## config.mk

```make
export PLATFORM = sky130hd
export DESIGN_NAME = irq_cascade_top
export DESIGN_NICKNAME = d
export VERILOG_FILES = /design/src/rtl/irq_cascade_pkg.sv /design/src/rtl/irq_sync.sv /design/src/rtl/irq_group.sv /design/src/rtl/irq_pick.sv /design/src/rtl/irq_regs.sv /design/src/rtl/irq_cascade_top.sv
export SDC_FILE = /design/constraint.sdc
export NUM_CORES = 1
export LEC_CHECK = 0
export CORE_MARGIN = 2
export CORE_UTILIZATION = 50
export CTS_BUF_LIST = sky130_fd_sc_hd__clkbuf_16
export CTS_CLUSTER_DIAMETER = 50
export DETAILED_ROUTE_END_ITERATION = 8
export DONT_BUFFER_PORTS = 1
export SLEW_MARGIN = 30
export SYNTH_ARGS = -nofsm -noshare
export SYNTH_HDL_FRONTEND = slang
export SYNTH_SLANG_ARGS = --single-unit
```

## constraint.sdc

```tcl
create_clock -name clk -period 2.3 [get_ports clk]
set_input_delay 0.23 -clock clk [delete_from_list [all_inputs] [get_ports clk]]
set_output_delay 0.23 -clock clk [all_outputs]
set_load 0.005 [all_outputs]
```

## src/rtl/irq_cascade_pkg.sv

```systemverilog
// Package: shared constants and fixed tables of the cascaded interrupt block.
// Assumes 8-bit banks; tables cover up to 8 banks and 12 lines.
package irq_cascade_pkg;

    localparam int unsigned ADR_STAT  = 0;   // first bank activity address
    localparam int unsigned ADR_SMASK = 4;   // first source-mask address
    localparam int unsigned ADR_LLO   = 8;   // line mask, lines 0..7
    localparam int unsigned ADR_LHI   = 9;   // line mask, lines 8..11
    localparam int unsigned ADR_SEL   = 10;  // decode line select
    localparam int unsigned ADR_DEC   = 11;  // decode result

    // Bank feeding each first-level line.
    function automatic int line_bank(input int l);
        case (l)
            0, 1, 5, 11: return 2;
            2, 3, 10:    return 3;
            4, 6, 8, 9:  return 1;
            default:     return 0;
        endcase
    endfunction

    // Group mask selecting the bank bits that belong to a line.
    function automatic logic [7:0] line_group(input int l);
        case (l)
            0:       return 8'h40;
            1:       return 8'h80;
            2:       return 8'h08;
            3:       return 8'h01;
            4:       return 8'h01;
            5:       return 8'h3C;
            6:       return 8'h3E;
            7:       return 8'hFF;
            8:       return 8'h40;
            9:       return 8'h80;
            10:      return 8'h06;
            11:      return 8'h03;
            default: return 8'h00;
        endcase
    endfunction

    // Input level of each bank when nothing is requesting.
    function automatic logic [7:0] bank_idle(input int b);
        case (b)
            1:       return 8'hBE;
            2:       return 8'hFC;
            3:       return 8'hF7;
            default: return 8'h00;
        endcase
    endfunction

    // Idle levels of all banks concatenated, bank 0 in the low byte.
    function automatic logic [63:0] idle_vec(input int nb);
        logic [63:0] v;
        v = '0;
        for (int b = 0; b < 8; b++) begin
            if (b < nb) v[b*8 +: 8] = bank_idle(b);
        end
        return v;
    endfunction

endpackage

```

## src/rtl/irq_sync.sv

```systemverilog
// Two-flop synchroniser for a vector of asynchronous inputs.
// Assumes each bit is independent; reset loads the idle level.
module irq_sync #(
    parameter int          W       = 32,
    parameter logic [W-1:0] RST_VAL = '0
) (
    input  logic         clk,
    input  logic         rst_n,
    input  logic [W-1:0] d,
    output logic [W-1:0] q
);
    logic [W-1:0] meta_q;

    // Two register stages; first may go metastable, second is used.
    always_ff @(posedge clk) begin
        if (!rst_n) begin
            meta_q <= RST_VAL;
            q      <= RST_VAL;
        end else begin
            meta_q <= d;
            q      <= meta_q;
        end
    end
endmodule

```

## src/rtl/irq_group.sv

```systemverilog
// One first-level line: selects its bank, applies group and source masks.
// Assumes LINE indexes the fixed tables of the package.
module irq_group
    import irq_cascade_pkg::*;
#(
    parameter int BANKS = 4,
    parameter int BW    = 8,
    parameter int LINE  = 0
) (
    input  logic [BANKS-1:0][BW-1:0] act,
    input  logic [BANKS-1:0][BW-1:0] smask,
    output logic [BW-1:0]            grp,
    output logic                     pend
);
    localparam int          BK = line_bank(LINE);
    localparam logic [BW-1:0] GM = BW'(line_group(LINE));

    // Active, grouped and unmasked sources of this line.
    always_comb begin
        grp  = act[BK] & GM & ~smask[BK];
        pend = |grp;
    end
endmodule

```

## src/rtl/irq_pick.sv

```systemverilog
// Priority encoder for the selected line: lowest pending bit wins.
// Assumes selects beyond LINES-1 yield no valid result.
module irq_pick
    import irq_cascade_pkg::*;
#(
    parameter int LINES = 12,
    parameter int BW    = 8,
    parameter int IDXW  = 5,
    parameter int SELW  = 4
) (
    input  logic [LINES-1:0][BW-1:0] grp_all,
    input  logic [SELW-1:0]          sel,
    output logic                     valid,
    output logic [IDXW-1:0]          idx
);
    logic [BW-1:0] g;
    int            bk;
    int            bitpos;

    // Pick the selected line's group vector and bank.
    always_comb begin
        g  = '0;
        bk = 0;
        for (int l = 0; l < LINES; l++) begin
            if (sel == SELW'(l)) begin
                g  = grp_all[l];
                bk = line_bank(l);
            end
        end
    end

    // Scan from the top so the lowest set bit is kept last.
    always_comb begin
        bitpos = 0;
        for (int j = BW - 1; j >= 0; j--) begin
            if (g[j]) bitpos = j;
        end
        valid = |g;
        idx   = valid ? IDXW'(bk * BW + bitpos) : '0;
    end
endmodule

```

## src/rtl/irq_regs.sv

```systemverilog
// Register file: source masks, line masks, decode select, read mux.
// Assumes LINES lies between BW+1 and 2*BW; writes are one byte per cycle.
module irq_regs
    import irq_cascade_pkg::*;
#(
    parameter int BANKS = 4,
    parameter int BW    = 8,
    parameter int LINES = 12,
    parameter int AW    = 4,
    parameter int SELW  = 4,
    parameter int IDXW  = 5
) (
    input  logic                     clk,
    input  logic                     rst_n,
    input  logic [AW-1:0]            addr,
    input  logic                     wr,
    input  logic [BW-1:0]            wdata,
    input  logic [BANKS-1:0][BW-1:0] status,
    input  logic                     dec_valid,
    input  logic [IDXW-1:0]          dec_idx,
    output logic [BANKS-1:0][BW-1:0] smask,
    output logic [LINES-1:0]         lmask,
    output logic [SELW-1:0]          sel,
    output logic [BW-1:0]            rdata
);
    // Source masks: one byte per bank, reset to all disabled.
    always_ff @(posedge clk) begin
        if (!rst_n) begin
            smask <= '1;
        end else begin
            for (int b = 0; b < BANKS; b++) begin
                if (wr && addr == AW'(ADR_SMASK + b)) smask[b] <= wdata;
            end
        end
    end

    // Line masks: low byte and partial high byte, reset to all disabled.
    always_ff @(posedge clk) begin
        if (!rst_n) begin
            lmask <= '1;
        end else if (wr && addr == AW'(ADR_LLO)) begin
            lmask[BW-1:0] <= wdata;
        end else if (wr && addr == AW'(ADR_LHI)) begin
            lmask[LINES-1:BW] <= wdata[LINES-BW-1:0];
        end
    end

    // Decode line select.
    always_ff @(posedge clk) begin
        if (!rst_n)                          sel <= '0;
        else if (wr && addr == AW'(ADR_SEL)) sel <= wdata[SELW-1:0];
    end

    // Read mux over all addresses; unknown addresses read zero.
    always_comb begin
        rdata = '0;
        for (int b = 0; b < BANKS; b++) begin
            if (addr == AW'(ADR_STAT + b))  rdata = status[b];
            if (addr == AW'(ADR_SMASK + b)) rdata = smask[b];
        end
        if (addr == AW'(ADR_LLO)) rdata = lmask[BW-1:0];
        if (addr == AW'(ADR_LHI)) rdata = BW'(lmask[LINES-1:BW]);
        if (addr == AW'(ADR_SEL)) rdata = BW'(sel);
        if (addr == AW'(ADR_DEC)) rdata = {dec_valid, (BW-1)'(dec_idx)};
    end
endmodule

```

## src/rtl/irq_cascade_top.sv

```systemverilog
// Two-level interrupt aggregator: synchronise, normalise polarity, group
// sources onto first-level lines, mask, and priority-encode one line.
// Assumes the fixed tables in the package match BANKS, BW and LINES.
module irq_cascade_top
    import irq_cascade_pkg::*;
#(
    parameter int BANKS = 4,
    parameter int BW    = 8,
    parameter int LINES = 12,
    parameter int AW    = 4
) (
    input  logic                   clk,
    input  logic                   rst_n,
    input  logic [BANKS*BW-1:0]    raw_src,
    input  logic [AW-1:0]          reg_addr,
    input  logic                   reg_wr,
    input  logic [BW-1:0]          reg_wdata,
    output logic [BW-1:0]          reg_rdata,
    output logic [LINES-1:0]       line_irq,
    output logic                   irq_out
);
    localparam int SRC  = BANKS * BW;
    localparam int IDXW = $clog2(SRC);
    localparam int SELW = $clog2(LINES);
    localparam logic [SRC-1:0] IDLE_VEC = SRC'(idle_vec(BANKS));

    logic [SRC-1:0]            sync_q;
    logic [BANKS-1:0][BW-1:0]  act;
    logic [BANKS-1:0][BW-1:0]  smask_q;
    logic [LINES-1:0]          lmask_q;
    logic [SELW-1:0]           sel_q;
    logic [LINES-1:0][BW-1:0]  grp_all;
    logic [LINES-1:0]          line_pend;
    logic                      dec_valid;
    logic [IDXW-1:0]           dec_idx;

    irq_sync #(.W(SRC), .RST_VAL(IDLE_VEC)) u_sync (
        .clk   (clk),
        .rst_n (rst_n),
        .d     (raw_src),
        .q     (sync_q)
    );

    // Polarity normalisation: active means differing from the idle level.
    always_comb begin
        for (int b = 0; b < BANKS; b++) begin
            act[b] = sync_q[b*BW +: BW] ^ IDLE_VEC[b*BW +: BW];
        end
    end

    generate
        for (genvar l = 0; l < LINES; l++) begin : g_line
            irq_group #(.BANKS(BANKS), .BW(BW), .LINE(l)) u_group (
                .act   (act),
                .smask (smask_q),
                .grp   (grp_all[l]),
                .pend  (line_pend[l])
            );
        end
    endgenerate

    irq_pick #(.LINES(LINES), .BW(BW), .IDXW(IDXW), .SELW(SELW)) u_pick (
        .grp_all (grp_all),
        .sel     (sel_q),
        .valid   (dec_valid),
        .idx     (dec_idx)
    );

    irq_regs #(
        .BANKS(BANKS), .BW(BW), .LINES(LINES),
        .AW(AW), .SELW(SELW), .IDXW(IDXW)
    ) u_regs (
        .clk       (clk),
        .rst_n     (rst_n),
        .addr      (reg_addr),
        .wr        (reg_wr),
        .wdata     (reg_wdata),
        .status    (act),
        .dec_valid (dec_valid),
        .dec_idx   (dec_idx),
        .smask     (smask_q),
        .lmask     (lmask_q),
        .sel       (sel_q),
        .rdata     (reg_rdata)
    );

    // First-level gating and combined request.
    always_comb begin
        line_irq = line_pend & ~lmask_q;
        irq_out  = |line_irq;
    end
endmodule

```

# Word-level counts from Yosys, hierarchy flattened
# Cells that the tools add are included.
# totals
register_bits	112
output_inout_bits	21
n_memories	0
ramBits	0
elab_cells	123
in_bits	47
latchBits	0
romBits	0
# classes
n_bitwise	22
muxes	45
addsub	1
div	0
mul	0
reduce_logical	24
n_shift	0
n_eq_ne	22
magnitude_cmp	0
# ops
operator	n
8-bit 2-to-1 mux	24
8-bit OR reduction	13
4-bit by 3-bit equality test with 1-bit output, second input constant	8
4-bit equality test, second input constant	8
8-bit inverter	4
8-bit AND	3
2-bit 2-to-1 mux	12
3-bit 2-to-1 mux	8
1-bit by 8-bit AND with 8-bit output	2
6-bit by 8-bit AND with 8-bit output	2
7-bit by 8-bit AND with 8-bit output	2
4-bit by 2-bit equality test with 1-bit output, second input constant	4
12-bit AND	1
12-bit inverter	1
6-bit inverter	2
12-bit OR reduction	1
2-bit by 8-bit AND with 8-bit output	1
3-bit by 8-bit AND with 8-bit output	1
4-bit by 8-bit AND with 8-bit output	1
4-bit by 1-bit equality test with 1-bit output, second input constant	2
4-bit logical NOT	2
1-bit logical AND	7
7-bit inverter	1
5-bit by 3-bit adder with 5-bit output	1
3 further kinds	3

# Logic depth before layout (Yosys ltp)
# Gate-level depths: netlist of run 1.
# logic_depth
depth_word	25
ltp_mapped	9

# By module
# A second synthesis of run 1 with hierarchy kept.
# unflattened
hier_cells	795
hier_area_um2	6896.6
# modules_own_cells
mod	seq_area_each_um2	cells_per_inst	area_each_um2	instances
irq_regs	960.9	343	2735.1	1
irq_sync	1281.2	134	1716.6	1
irq_pick	0.0	160	1277.5	1
irq_group (g_line[0].u_group ...)	0.0	10	77.6	7
irq_cascade_top	0.0	35	234.0	1
irq_group (g_line[10].u_group ...)	0.0	10	67.6	2
irq_group (g_line[7].u_group)	0.0	11	96.3	1
irq_group (g_line[6].u_group)	0.0	12	92.6	1
irq_group (g_line[5].u_group)	0.0	10	66.3	1

# Worst setup path before layout of run 1
# No wires, ideal clock.
# synth_path
path_type	register to output
start	reg u_regs.sel[1]
end	out reg_rdata[2]
t_arrival_ns	1.773
setup_slack_ns	0.297
required_ns	2.070
stages_incl_launch_ff	8
n_path_buf	1
path_cell_list	dfxtp_1 clkbuf_8 and4bb_4 nand2_1 a221oi_1 or3_1 or3b_1 a21oi_1
# synth_between
elab_chain_cells	24
elab_cells_between_ends	36
cone_classes	add/sub: 1; eq/ne: 11; mux: 22; reduce/logical: 2
# synth_rtl
item	line_no	text
from (decl)	irq_regs.sv:23	output logic [SELW-1:0] sel,
from (signal assigned)	irq_regs.sv:51	else if (wr && addr == AW'(ADR_SEL)) sel <= wdata[SELW-1:0];
4-bit logical NOT	irq_pick.sv:25	if (sel == SELW'(l)) begin
8-bit 2-to-1 mux (11 in a row)	irq_pick.sv:25	
8-bit 2-to-1 mux (*)	irq_pick.sv:25	
3-bit 2-to-1 mux (8 in a row)	irq_pick.sv:36	if (g[j]) bitpos = j;
5-bit by 3-bit adder with 5-bit output	irq_pick.sv:39	idx = valid ? IDXW'(bk * BW + bitpos) : '0;
5-bit 2-to-1 mux (*)	irq_pick.sv:39	
8-bit 2-to-1 mux (*)	irq_regs.sv:64	if (addr == AW'(ADR_DEC)) rdata = {dec_valid, (BW-1)'(dec_idx)};
to (decl)	irq_cascade_top.sv:18	output logic [BW-1:0] reg_rdata,
# Every way passes the cells marked *; elsewhere a longest branch is shown, timed or not.

# Final worst setup path of run 1
# layout_path
start	reg u_regs.sel[2]
end	out reg_rdata[7]
# layout_between
elab_chain_cells	15
elab_cells_between_ends	26
cone_classes	eq/ne: 11; mux: 13; reduce/logical: 2
# layout_rtl
item	line_no	text
4-bit logical NOT	irq_pick.sv:25	
8-bit 2-to-1 mux (11 in a row)	irq_pick.sv:25	
8-bit 2-to-1 mux (*)	irq_pick.sv:25	
8-bit OR reduction (*)	irq_pick.sv:38	valid = |g;
8-bit 2-to-1 mux (*)	irq_regs.sv:64	
# Marked as above.

==> qor.txt, run 1 <==
Die X -> 103.5 µm
CP Class -> reg -> out
Slew @ Worst Pin -> 0.8731 ns
# rows -> 36
DP Wirelength -> 10560 µm
Clock sink count -> 112
Fin crit share -> 1.072
Skew final -> 0.003935 ns
Core Box Area -> 9684 µm²
RSZ-0062 raised after global routing -> yes
Worst min-delay path class -> in -> reg
Number of DRC markers in iteration 0 -> 287
Min-delay src -> reg_wdata[7]
Dominant cells by area after synthesis -> dfxtp_1 (45%), nand2_1 (7.7%), nand2b_1 (6.2%), mux4_2 (5.0%), nand3_1 (4.0%)
Fmax -> 0.4055 GHz
Design Power -> 0.003974 W
Async S/R FF share, synth -> 0
Static Leakage -> 2.485 nW
Post-synth EDFFs -> 0
Final max-slew violation count -> 0
Max_slew headroom -> 0.4148
Final setup margin -> -0.1663 ns
Ys flop type -> dfxtp_1
Drt first pass iters -> 5
Reg2Reg Depth -> 4
Sequential cell area fraction in the yosys report -> 0.4533
Antenna violations before repair -> 0
Multi-input logic area -> 2661 µm²
Routed WL -> 15770 µm
Status -> finished with violations
Final Hold Fails -> 0
Post-DRT Antenna Nets -> 0
Pre-CTS WS -> -0.06830 ns
Area added between synthesis and finish -> 24.66%
Synth area leader -> dfxtp_1
Worst-path maximum fanout -> 7
Worst r2r dst -> u_regs.smask[22]
IO Port Bufs -> 0
Root buffer selected by CTS -> clkbuf_16
Slowest stage delay, CP -> 0.39 ns
Tmin final -> 2.466 ns
Number of diodes -> 0
Max Cap Viol -> 0
Crit path max-delay family -> simple AND/OR/NAND/NOR gates
Critical path arrival -> 2.24 ns
Crit-path cells -> and4b_1 > buf_6 > and3_4 > or3_4 > o31ai_4 > buf_4 > nand2_4
Failing checks -> negative setup slack
DRC -> 0
R2R Setup Slk -> 1.02 ns
Worst r2r src -> u_regs.smask[22]
H-tree levels -> 3
CP required -> 2.07 ns
Post-Syn Instances -> 566
Commonest cells after routing, fill and taps aside -> dfxtp_1 (108), nand2_1 (100), nand2b_1 (48), dlygate4sd3_1 (43), nand3_1 (40)
Vias post-DR -> 4302
Peak VDD IR -> 0.9947 mV
Largest net degree at the start of global routing -> 90
CP Buf/Inv Count -> 2
Total CTS buffers -> 9
Syn Std Cell Area -> 4946 µm²
Filler cell count -> 834
CTS tree -> built
CTS Buffer Depth -> 2
Startpoint types -> flip-flop
Hold Crit Depth -> 2
Routed len/inst -> 20.81 µm
Clk slew on worst S/H paths -> 0.08 ns
Worst Hold End -> u_regs.smask[7]
Nets -> 667
Commonest non-fill, non-tap cell in the layout -> dfxtp_1
Reg area -> 2257 µm²
First-pass GRT wire length -> 23170 µm
Die area -> 10700 µm²
Drt via density -> 5.675
Mapped Nets -> 613
Slowest CP cell -> or3_4
Post-synth cell types -> 62
Initial core utilization -> 0.5107
Vias in the first global route -> 3986
Yosys warnings -> 0
I/O Pins -> 68
DIE HEIGHT -> 103.5 µm
Syn_area_per_cell -> 8.739 µm²
Worst-skew pair later-pin latency -> 0.35 ns
Crit end category -> output port
Congestion Overflow GR -> 0
Seq cells post-synth -> 112
Final setup violation count -> 6
GP Congestion -> 0.9600
Gr usage total -> 0.3053
Share of the synthesized area in the top cell type -> 0.4533
PD cells -> 644.4 nW/µm²
Fraction of layout cells with a size suffix above 1 -> 0.1584
==> power breakdown <==
part | leakage (nW) | switching [W] | internal [W] | total [W]
logic | 1.41 | 0.000155 | 0.000177 | 0.000331
clock network | 0.148 | 0.000738 | 0.000858 | 0.00160
registers | 0.924 | 0.0000426 | 0.00200 | 0.00205
total | 2.49 | 0.000936 | 0.00304 | 0.00397
==> registers in the layout (all words and copies together), names as in the netlist <==
register	count
u_regs.lmask	12
u_regs.sel	4
u_regs.smask	32
u_sync.meta_q	32
u_sync.q	32
==> worst reg2reg max path, cell delays in order (launching register included) <==
cell,delay [ns]
dfxtp_1,0.34
buf_4,0.15
nand2_1,0.05
nand3_1,0.07
dlygate4sd3_1,0.57
==> cell families after synthesis <==
family	Yosys count	synth area share
AO/OA/AOI/OAI	70	0.09916
buffers and inverters	49	0.04376
flip-flops	112	0.4533
multiplexers	28	0.08475
AND/OR/NAND/NOR	307	0.3190
==> timing repair <==
item                       4_1_cts  5_1_grt
pin swaps                        8        5
hold endpoints to repair        95        2
setup endpoints to repair        7        7
gates resized for setup         33       16
hold buffers                    41        3
buffers inserted                 2        3
==> per-stage QoR <==
step	cell area (µm²)	hold slack, ns	TNS, ns	util	std cells
floorplan	4946	0.3315	0	-	566
CTS	6028	0.0001387	-0.6124	0.6225	752
global placement	5151	0.3066	-0.07272	0.5319	693
finish	6166	0.003717	-0.8876	0.6367	758
detailed placement	5151	0.3122	-0.1885	0.5319	693
global route	6166	0.002716	-1.337	0.6367	758
==> cell usage after synthesis (all sizes together) (2+ instances only) <==
cell / count
dfxtp: 112
nand2: 104
nand2b: 49
nand3: 40
nor2: 29
and2: 27
clkbuf: 18
inv: 17
mux2i: 16
nor3: 16
o21ai: 14
a21oi: 13
buf: 13
nor2b: 13
mux4: 11
o221ai: 6
o22ai: 6
nor4: 5
a221oi: 4
nand3b: 4
a21boi: 3
a22oi: 3
o211ai: 3
o21bai: 3
or3: 3
a211oi: 2
a21o: 2
and2b: 2
and3: 2
and3b: 2
nand4b: 2
nor3b: 2
o31ai: 2
or2: 2
==> final cells by class <==
class	count	area share
sequential	112	0.3661
multi-input combinational	405	0.4316
clock buffer	9	0.03653
inverter	18	0.01096
tap	133	0.02699
clock inverter	7	0.01339
timing repair buffer	74	0.1144
==> worst max-delay path by stage <==
stage | startpoint | depth (start not counted) | end
after floorplan | u_regs.sel[1] | 7 | reg_rdata[2]
after global placement | u_regs.sel[0] | 8 | reg_rdata[7]
after detailed placement | u_regs.sel[0] | 8 | reg_rdata[3]
after CTS | u_regs.sel[2] | 8 | reg_rdata[2]
after global routing | u_regs.sel[3] | 8 | reg_rdata[2]
final | u_regs.sel[2] | 7 | reg_rdata[7]
==> routing by layer <==
layer / global-route usage / vias to the layer above / wire length (µm)
met1: 0.4037 / 2063 / 6710
li1: - / 2050 / -
met2: 0.5087 / 166 / 7735
met4: 0.09818 / 0 / 368
met3: 0.05376 / 23 / 960
met5: 0 / - / 0
No activity file was read; power rests on OpenSTA's default activity.
==> run 2, diff against run 1 <==
--- a/config.mk
+++ b/config.mk
@@ -5,6 +5,7 @@
 export SDC_FILE = /design/constraint.sdc
 export NUM_CORES = 1
 export LEC_CHECK = 0
+export ABC_AREA = 1
 export CORE_MARGIN = 2
 export CORE_UTILIZATION = 50
 export CTS_BUF_LIST = sky130_fd_sc_hd__clkbuf_16
==> constraint.sdc (replaced) <==
create_clock -name clk -period 3 [get_ports clk]
set_input_delay 0.3 -clock clk [delete_from_list [all_inputs] [get_ports clk]]
set_output_delay 0.3 -clock clk [all_outputs]
set_load 0.005 [all_outputs]
==> qor.txt, run 2 <==
Fmax -> 0.3934 GHz
Crit end category -> output port
Clk slew on worst S/H paths -> 0.08 ns (about the same)
Tmin final -> 2.542 ns
Post-synth cell types -> 31 (-50%)
Routed len/inst -> 17.56 µm (-16%)
Max_slew headroom -> 0.5346 (+0.1198)
Largest net degree at the start of global routing -> 65 (-28%)
GP Congestion -> 1.118 (+16%)
Synth area leader -> dfxtp_1
Congestion Overflow GR -> 0 (unchanged)
Number of diodes -> 0 (unchanged)
Filler cell count -> 1010 (+21%)
Resized Gates After CTS -> 0 (-100%)
Post-CTS Setup Bufs -> 0 (-2)
PD cells -> 544.4 nW/µm² (-16%)
CTS Hold Bufs -> 0 (-100%)
Clock sink count -> 112 (unchanged)
Async S/R FF share, synth -> 0 (unchanged)
Most used cell, CP -> nor2_1
Number of DRC markers in iteration 0 -> 408 (+42%)
DRC -> 0 (unchanged)
Share of the synthesized area in the top cell type -> 0.4575 (+0.004166)
Routed met3 length -> 1204 µm (+25%)
Vias in the first global route -> 4172 (+4.7%)
Reg area -> 2242 µm² (-0.66%)
Slew @ Worst Pin -> 0.6956 ns (-0.1775 ns)
M1 WL -> 6399 µm (-4.6%)
DIE HEIGHT -> 103.0 µm (-0.44%)
Worst-path maximum fanout -> 9 (+2)
Fraction of layout cells with a size suffix above 1 -> 0.1152 (-0.04323)
Die X -> 103.0 µm (-0.44%)
Nets -> 755 (+13%)
Core Box Area -> 9639 µm² (-0.47%)
Peak VDD IR -> 0.3914 mV (-61%)
Initial core utilization -> 0.5084 (-0.002286)
First-pass GRT wire length -> 22670 µm (-2.1%)
Post-Layout Cell Count -> 845 (+11%)
Syn Std Cell Area -> 4901 µm² (-0.91%)
Cells after DPL -> 830 (+20%)
Mapped Nets -> 758 (+24%)
Antenna violations before repair -> 0 (unchanged)
Sequential cell area fraction in the yosys report -> 0.4575 (+0.004166)
Syn_area_per_cell -> 6.893 µm² (-21%)
Seq cells post-synth -> 112 (unchanged)
Final setup violation count -> 0 (-6)
Commonest non-fill, non-tap cell in the layout -> nand2_1
CP Buf/Inv Count -> 1 (-1)
Drt first pass iters -> 7 (+2)
CP Class -> reg -> out
Ys flop type -> dfxtp_1
Total Neg Setup Slack -> 0 ns (+0.8876 ns)
Slowest stage delay, CP -> 0.58 ns (+0.19 ns)
H-tree levels -> 3 (unchanged)
Worst min-delay path class -> in -> reg
Tightest hold margin -> 0.03819 ns (+0.03447 ns)
Crit-path cells -> inv_2 > nor2_2 > nand2_1 > o21ai_0 > nor2_1 > nor2_1 > nor2_1 > nand3_2 > nand3_1 > nand2_1
Multi-input logic area -> 2221 µm² (-17%)
Dominant cells by area after synthesis -> dfxtp_1 (46%), nand2_1 (16%), inv_1 (7.2%), or2_2 (6.3%), nor2_1 (5.2%)
CTS Buffer Depth -> 2 (unchanged)
Area added between synthesis and finish -> 8.093%
Final max-slew violation count -> 0 (unchanged)
Startpoint types -> flip-flop
Post-synth EDFFs -> 0 (unchanged)
Highest metal used -> met4
I/O Pins -> 68 (unchanged)
Fin crit share -> 0.8473
Most frequent cell after synthesis -> nand2_1
Status -> finished, final reports clean
Root buffer selected by CTS -> clkbuf_16
Yosys warnings -> 0 (unchanged)
Post-Syn Instances -> 711 (+26%)
Die area -> 10610 µm² (-0.88%)
Final Hold Fails -> 0 (unchanged)
DP Wirelength -> 11410 µm (+8.1%)
Worst-skew pair later-pin latency -> 0.35 ns (about the same)
CTS tree -> built
Skew final -> 0.004705 ns (+0.0007708 ns)
Routed WL -> 14830 µm (-6.0%)
R2R Setup Slk -> 2.10 ns (+1.08 ns)
RSZ-0062 raised after global routing -> no
Vias post-DR -> 4528 (+5.3%)
Slowest CP cell -> dfxtp_1
Met2 WL -> 6589 µm (-15%)
IO Port Bufs -> 0 (unchanged)
Total CTS buffers -> 9 (unchanged)
Critical path arrival -> 2.24 ns (about the same)
Static Leakage -> 2.580 nW (+3.8%)
CP required -> 2.70 ns (+0.63 ns)
Max Cap Viol -> 0 (unchanged)
Commonest cells after routing, fill and taps aside -> nand2_1 (214), dfxtp_1 (112), inv_1 (93), nor2_1 (68)
Gr usage total -> 0.2937 (-0.01158)
Post-synth top cells -> nand2_1 (214), dfxtp_1 (112), inv_1 (94)
Crit path max-delay family -> simple AND/OR/NAND/NOR gates
Biggest registers after layout -> u_regs.smask (32), u_sync.meta_q (32), u_sync.q (32)
# rows -> 36 (unchanged)
Drt via density -> 5.359 (-5.6%)
Post-DRT Antenna Nets -> 0 (unchanged)
==> run 2: layout make-up <==
cell class | instances | share of cell area
clock buffer | 9 | 0.04251
inverter | 98 | 0.06944
timing repair buffer | 3 | 0.004251
clock inverter | 6 | 0.009920
multi-input combinational | 484 | 0.4192
tap | 133 | 0.03141
sequential | 112 | 0.4232
==> run 2: per-layer routing <==
metal  track usage  up-vias
met1        0.3931     2037
met5             0        -
met3       0.06441       48
met2        0.4575      238
li1              -     2205
met4        0.1285        0
==> run 2: per-stage QoR <==
| step | power (W) | utilization | setup slack [ns] | cell area [µm²] |
|---|---|---|---|---|
| final | 0.002884 | 0.5496 | 0.4580 | 5298 |
| after global routing | 0.002999 | 0.5496 | 0.3181 | 5298 |
| after CTS | 0.002900 | 0.5496 | 0.4611 | 5298 |
| after detailed placement | 0.001774 | 0.5208 | 0.8542 | 5020 |
| after global placement | 0.001771 | 0.5208 | 0.8110 | 5020 |
| after floorplan | 0.001731 | - | 1.372 | 4901 |
==> run 2: path summary, 6_finish.rpt <==
| kind | startpoint | endpoint | cells after the start |
|---|---|---|---|
| setup / recovery | u_regs.sel[2] | reg_rdata[3] | 10 |
| hold / removal | rst_n | u_regs.smask[5] | 1 |
| setup reg to reg | u_regs.sel[2] | u_regs.sel[2] | 2 |
| hold reg to reg | u_sync.meta_q[13] | u_sync.q[13] | 1 |
==> run 2: cell families after synthesis <==
kind of cell	synth area share
AND/OR/NAND/NOR	0.3766
buffers and inverters	0.08935
flip-flops	0.4575
AO/OA/AOI/OAI	0.07659
==> run 2: power breakdown <==
part           total, W  leakage, nW  internal [W]  switching [W]
clock           0.00114        0.137      0.000574       0.000567
combinational  0.000172         1.52     0.0000611       0.000111
sequential      0.00157        0.921       0.00154      0.0000314
==> run 2: worst reg2reg max path, cell delays in order (launching register included) <==
cell     delay [ns]
dfxtp_1        0.58
inv_2          0.11
a21oi_1        0.14
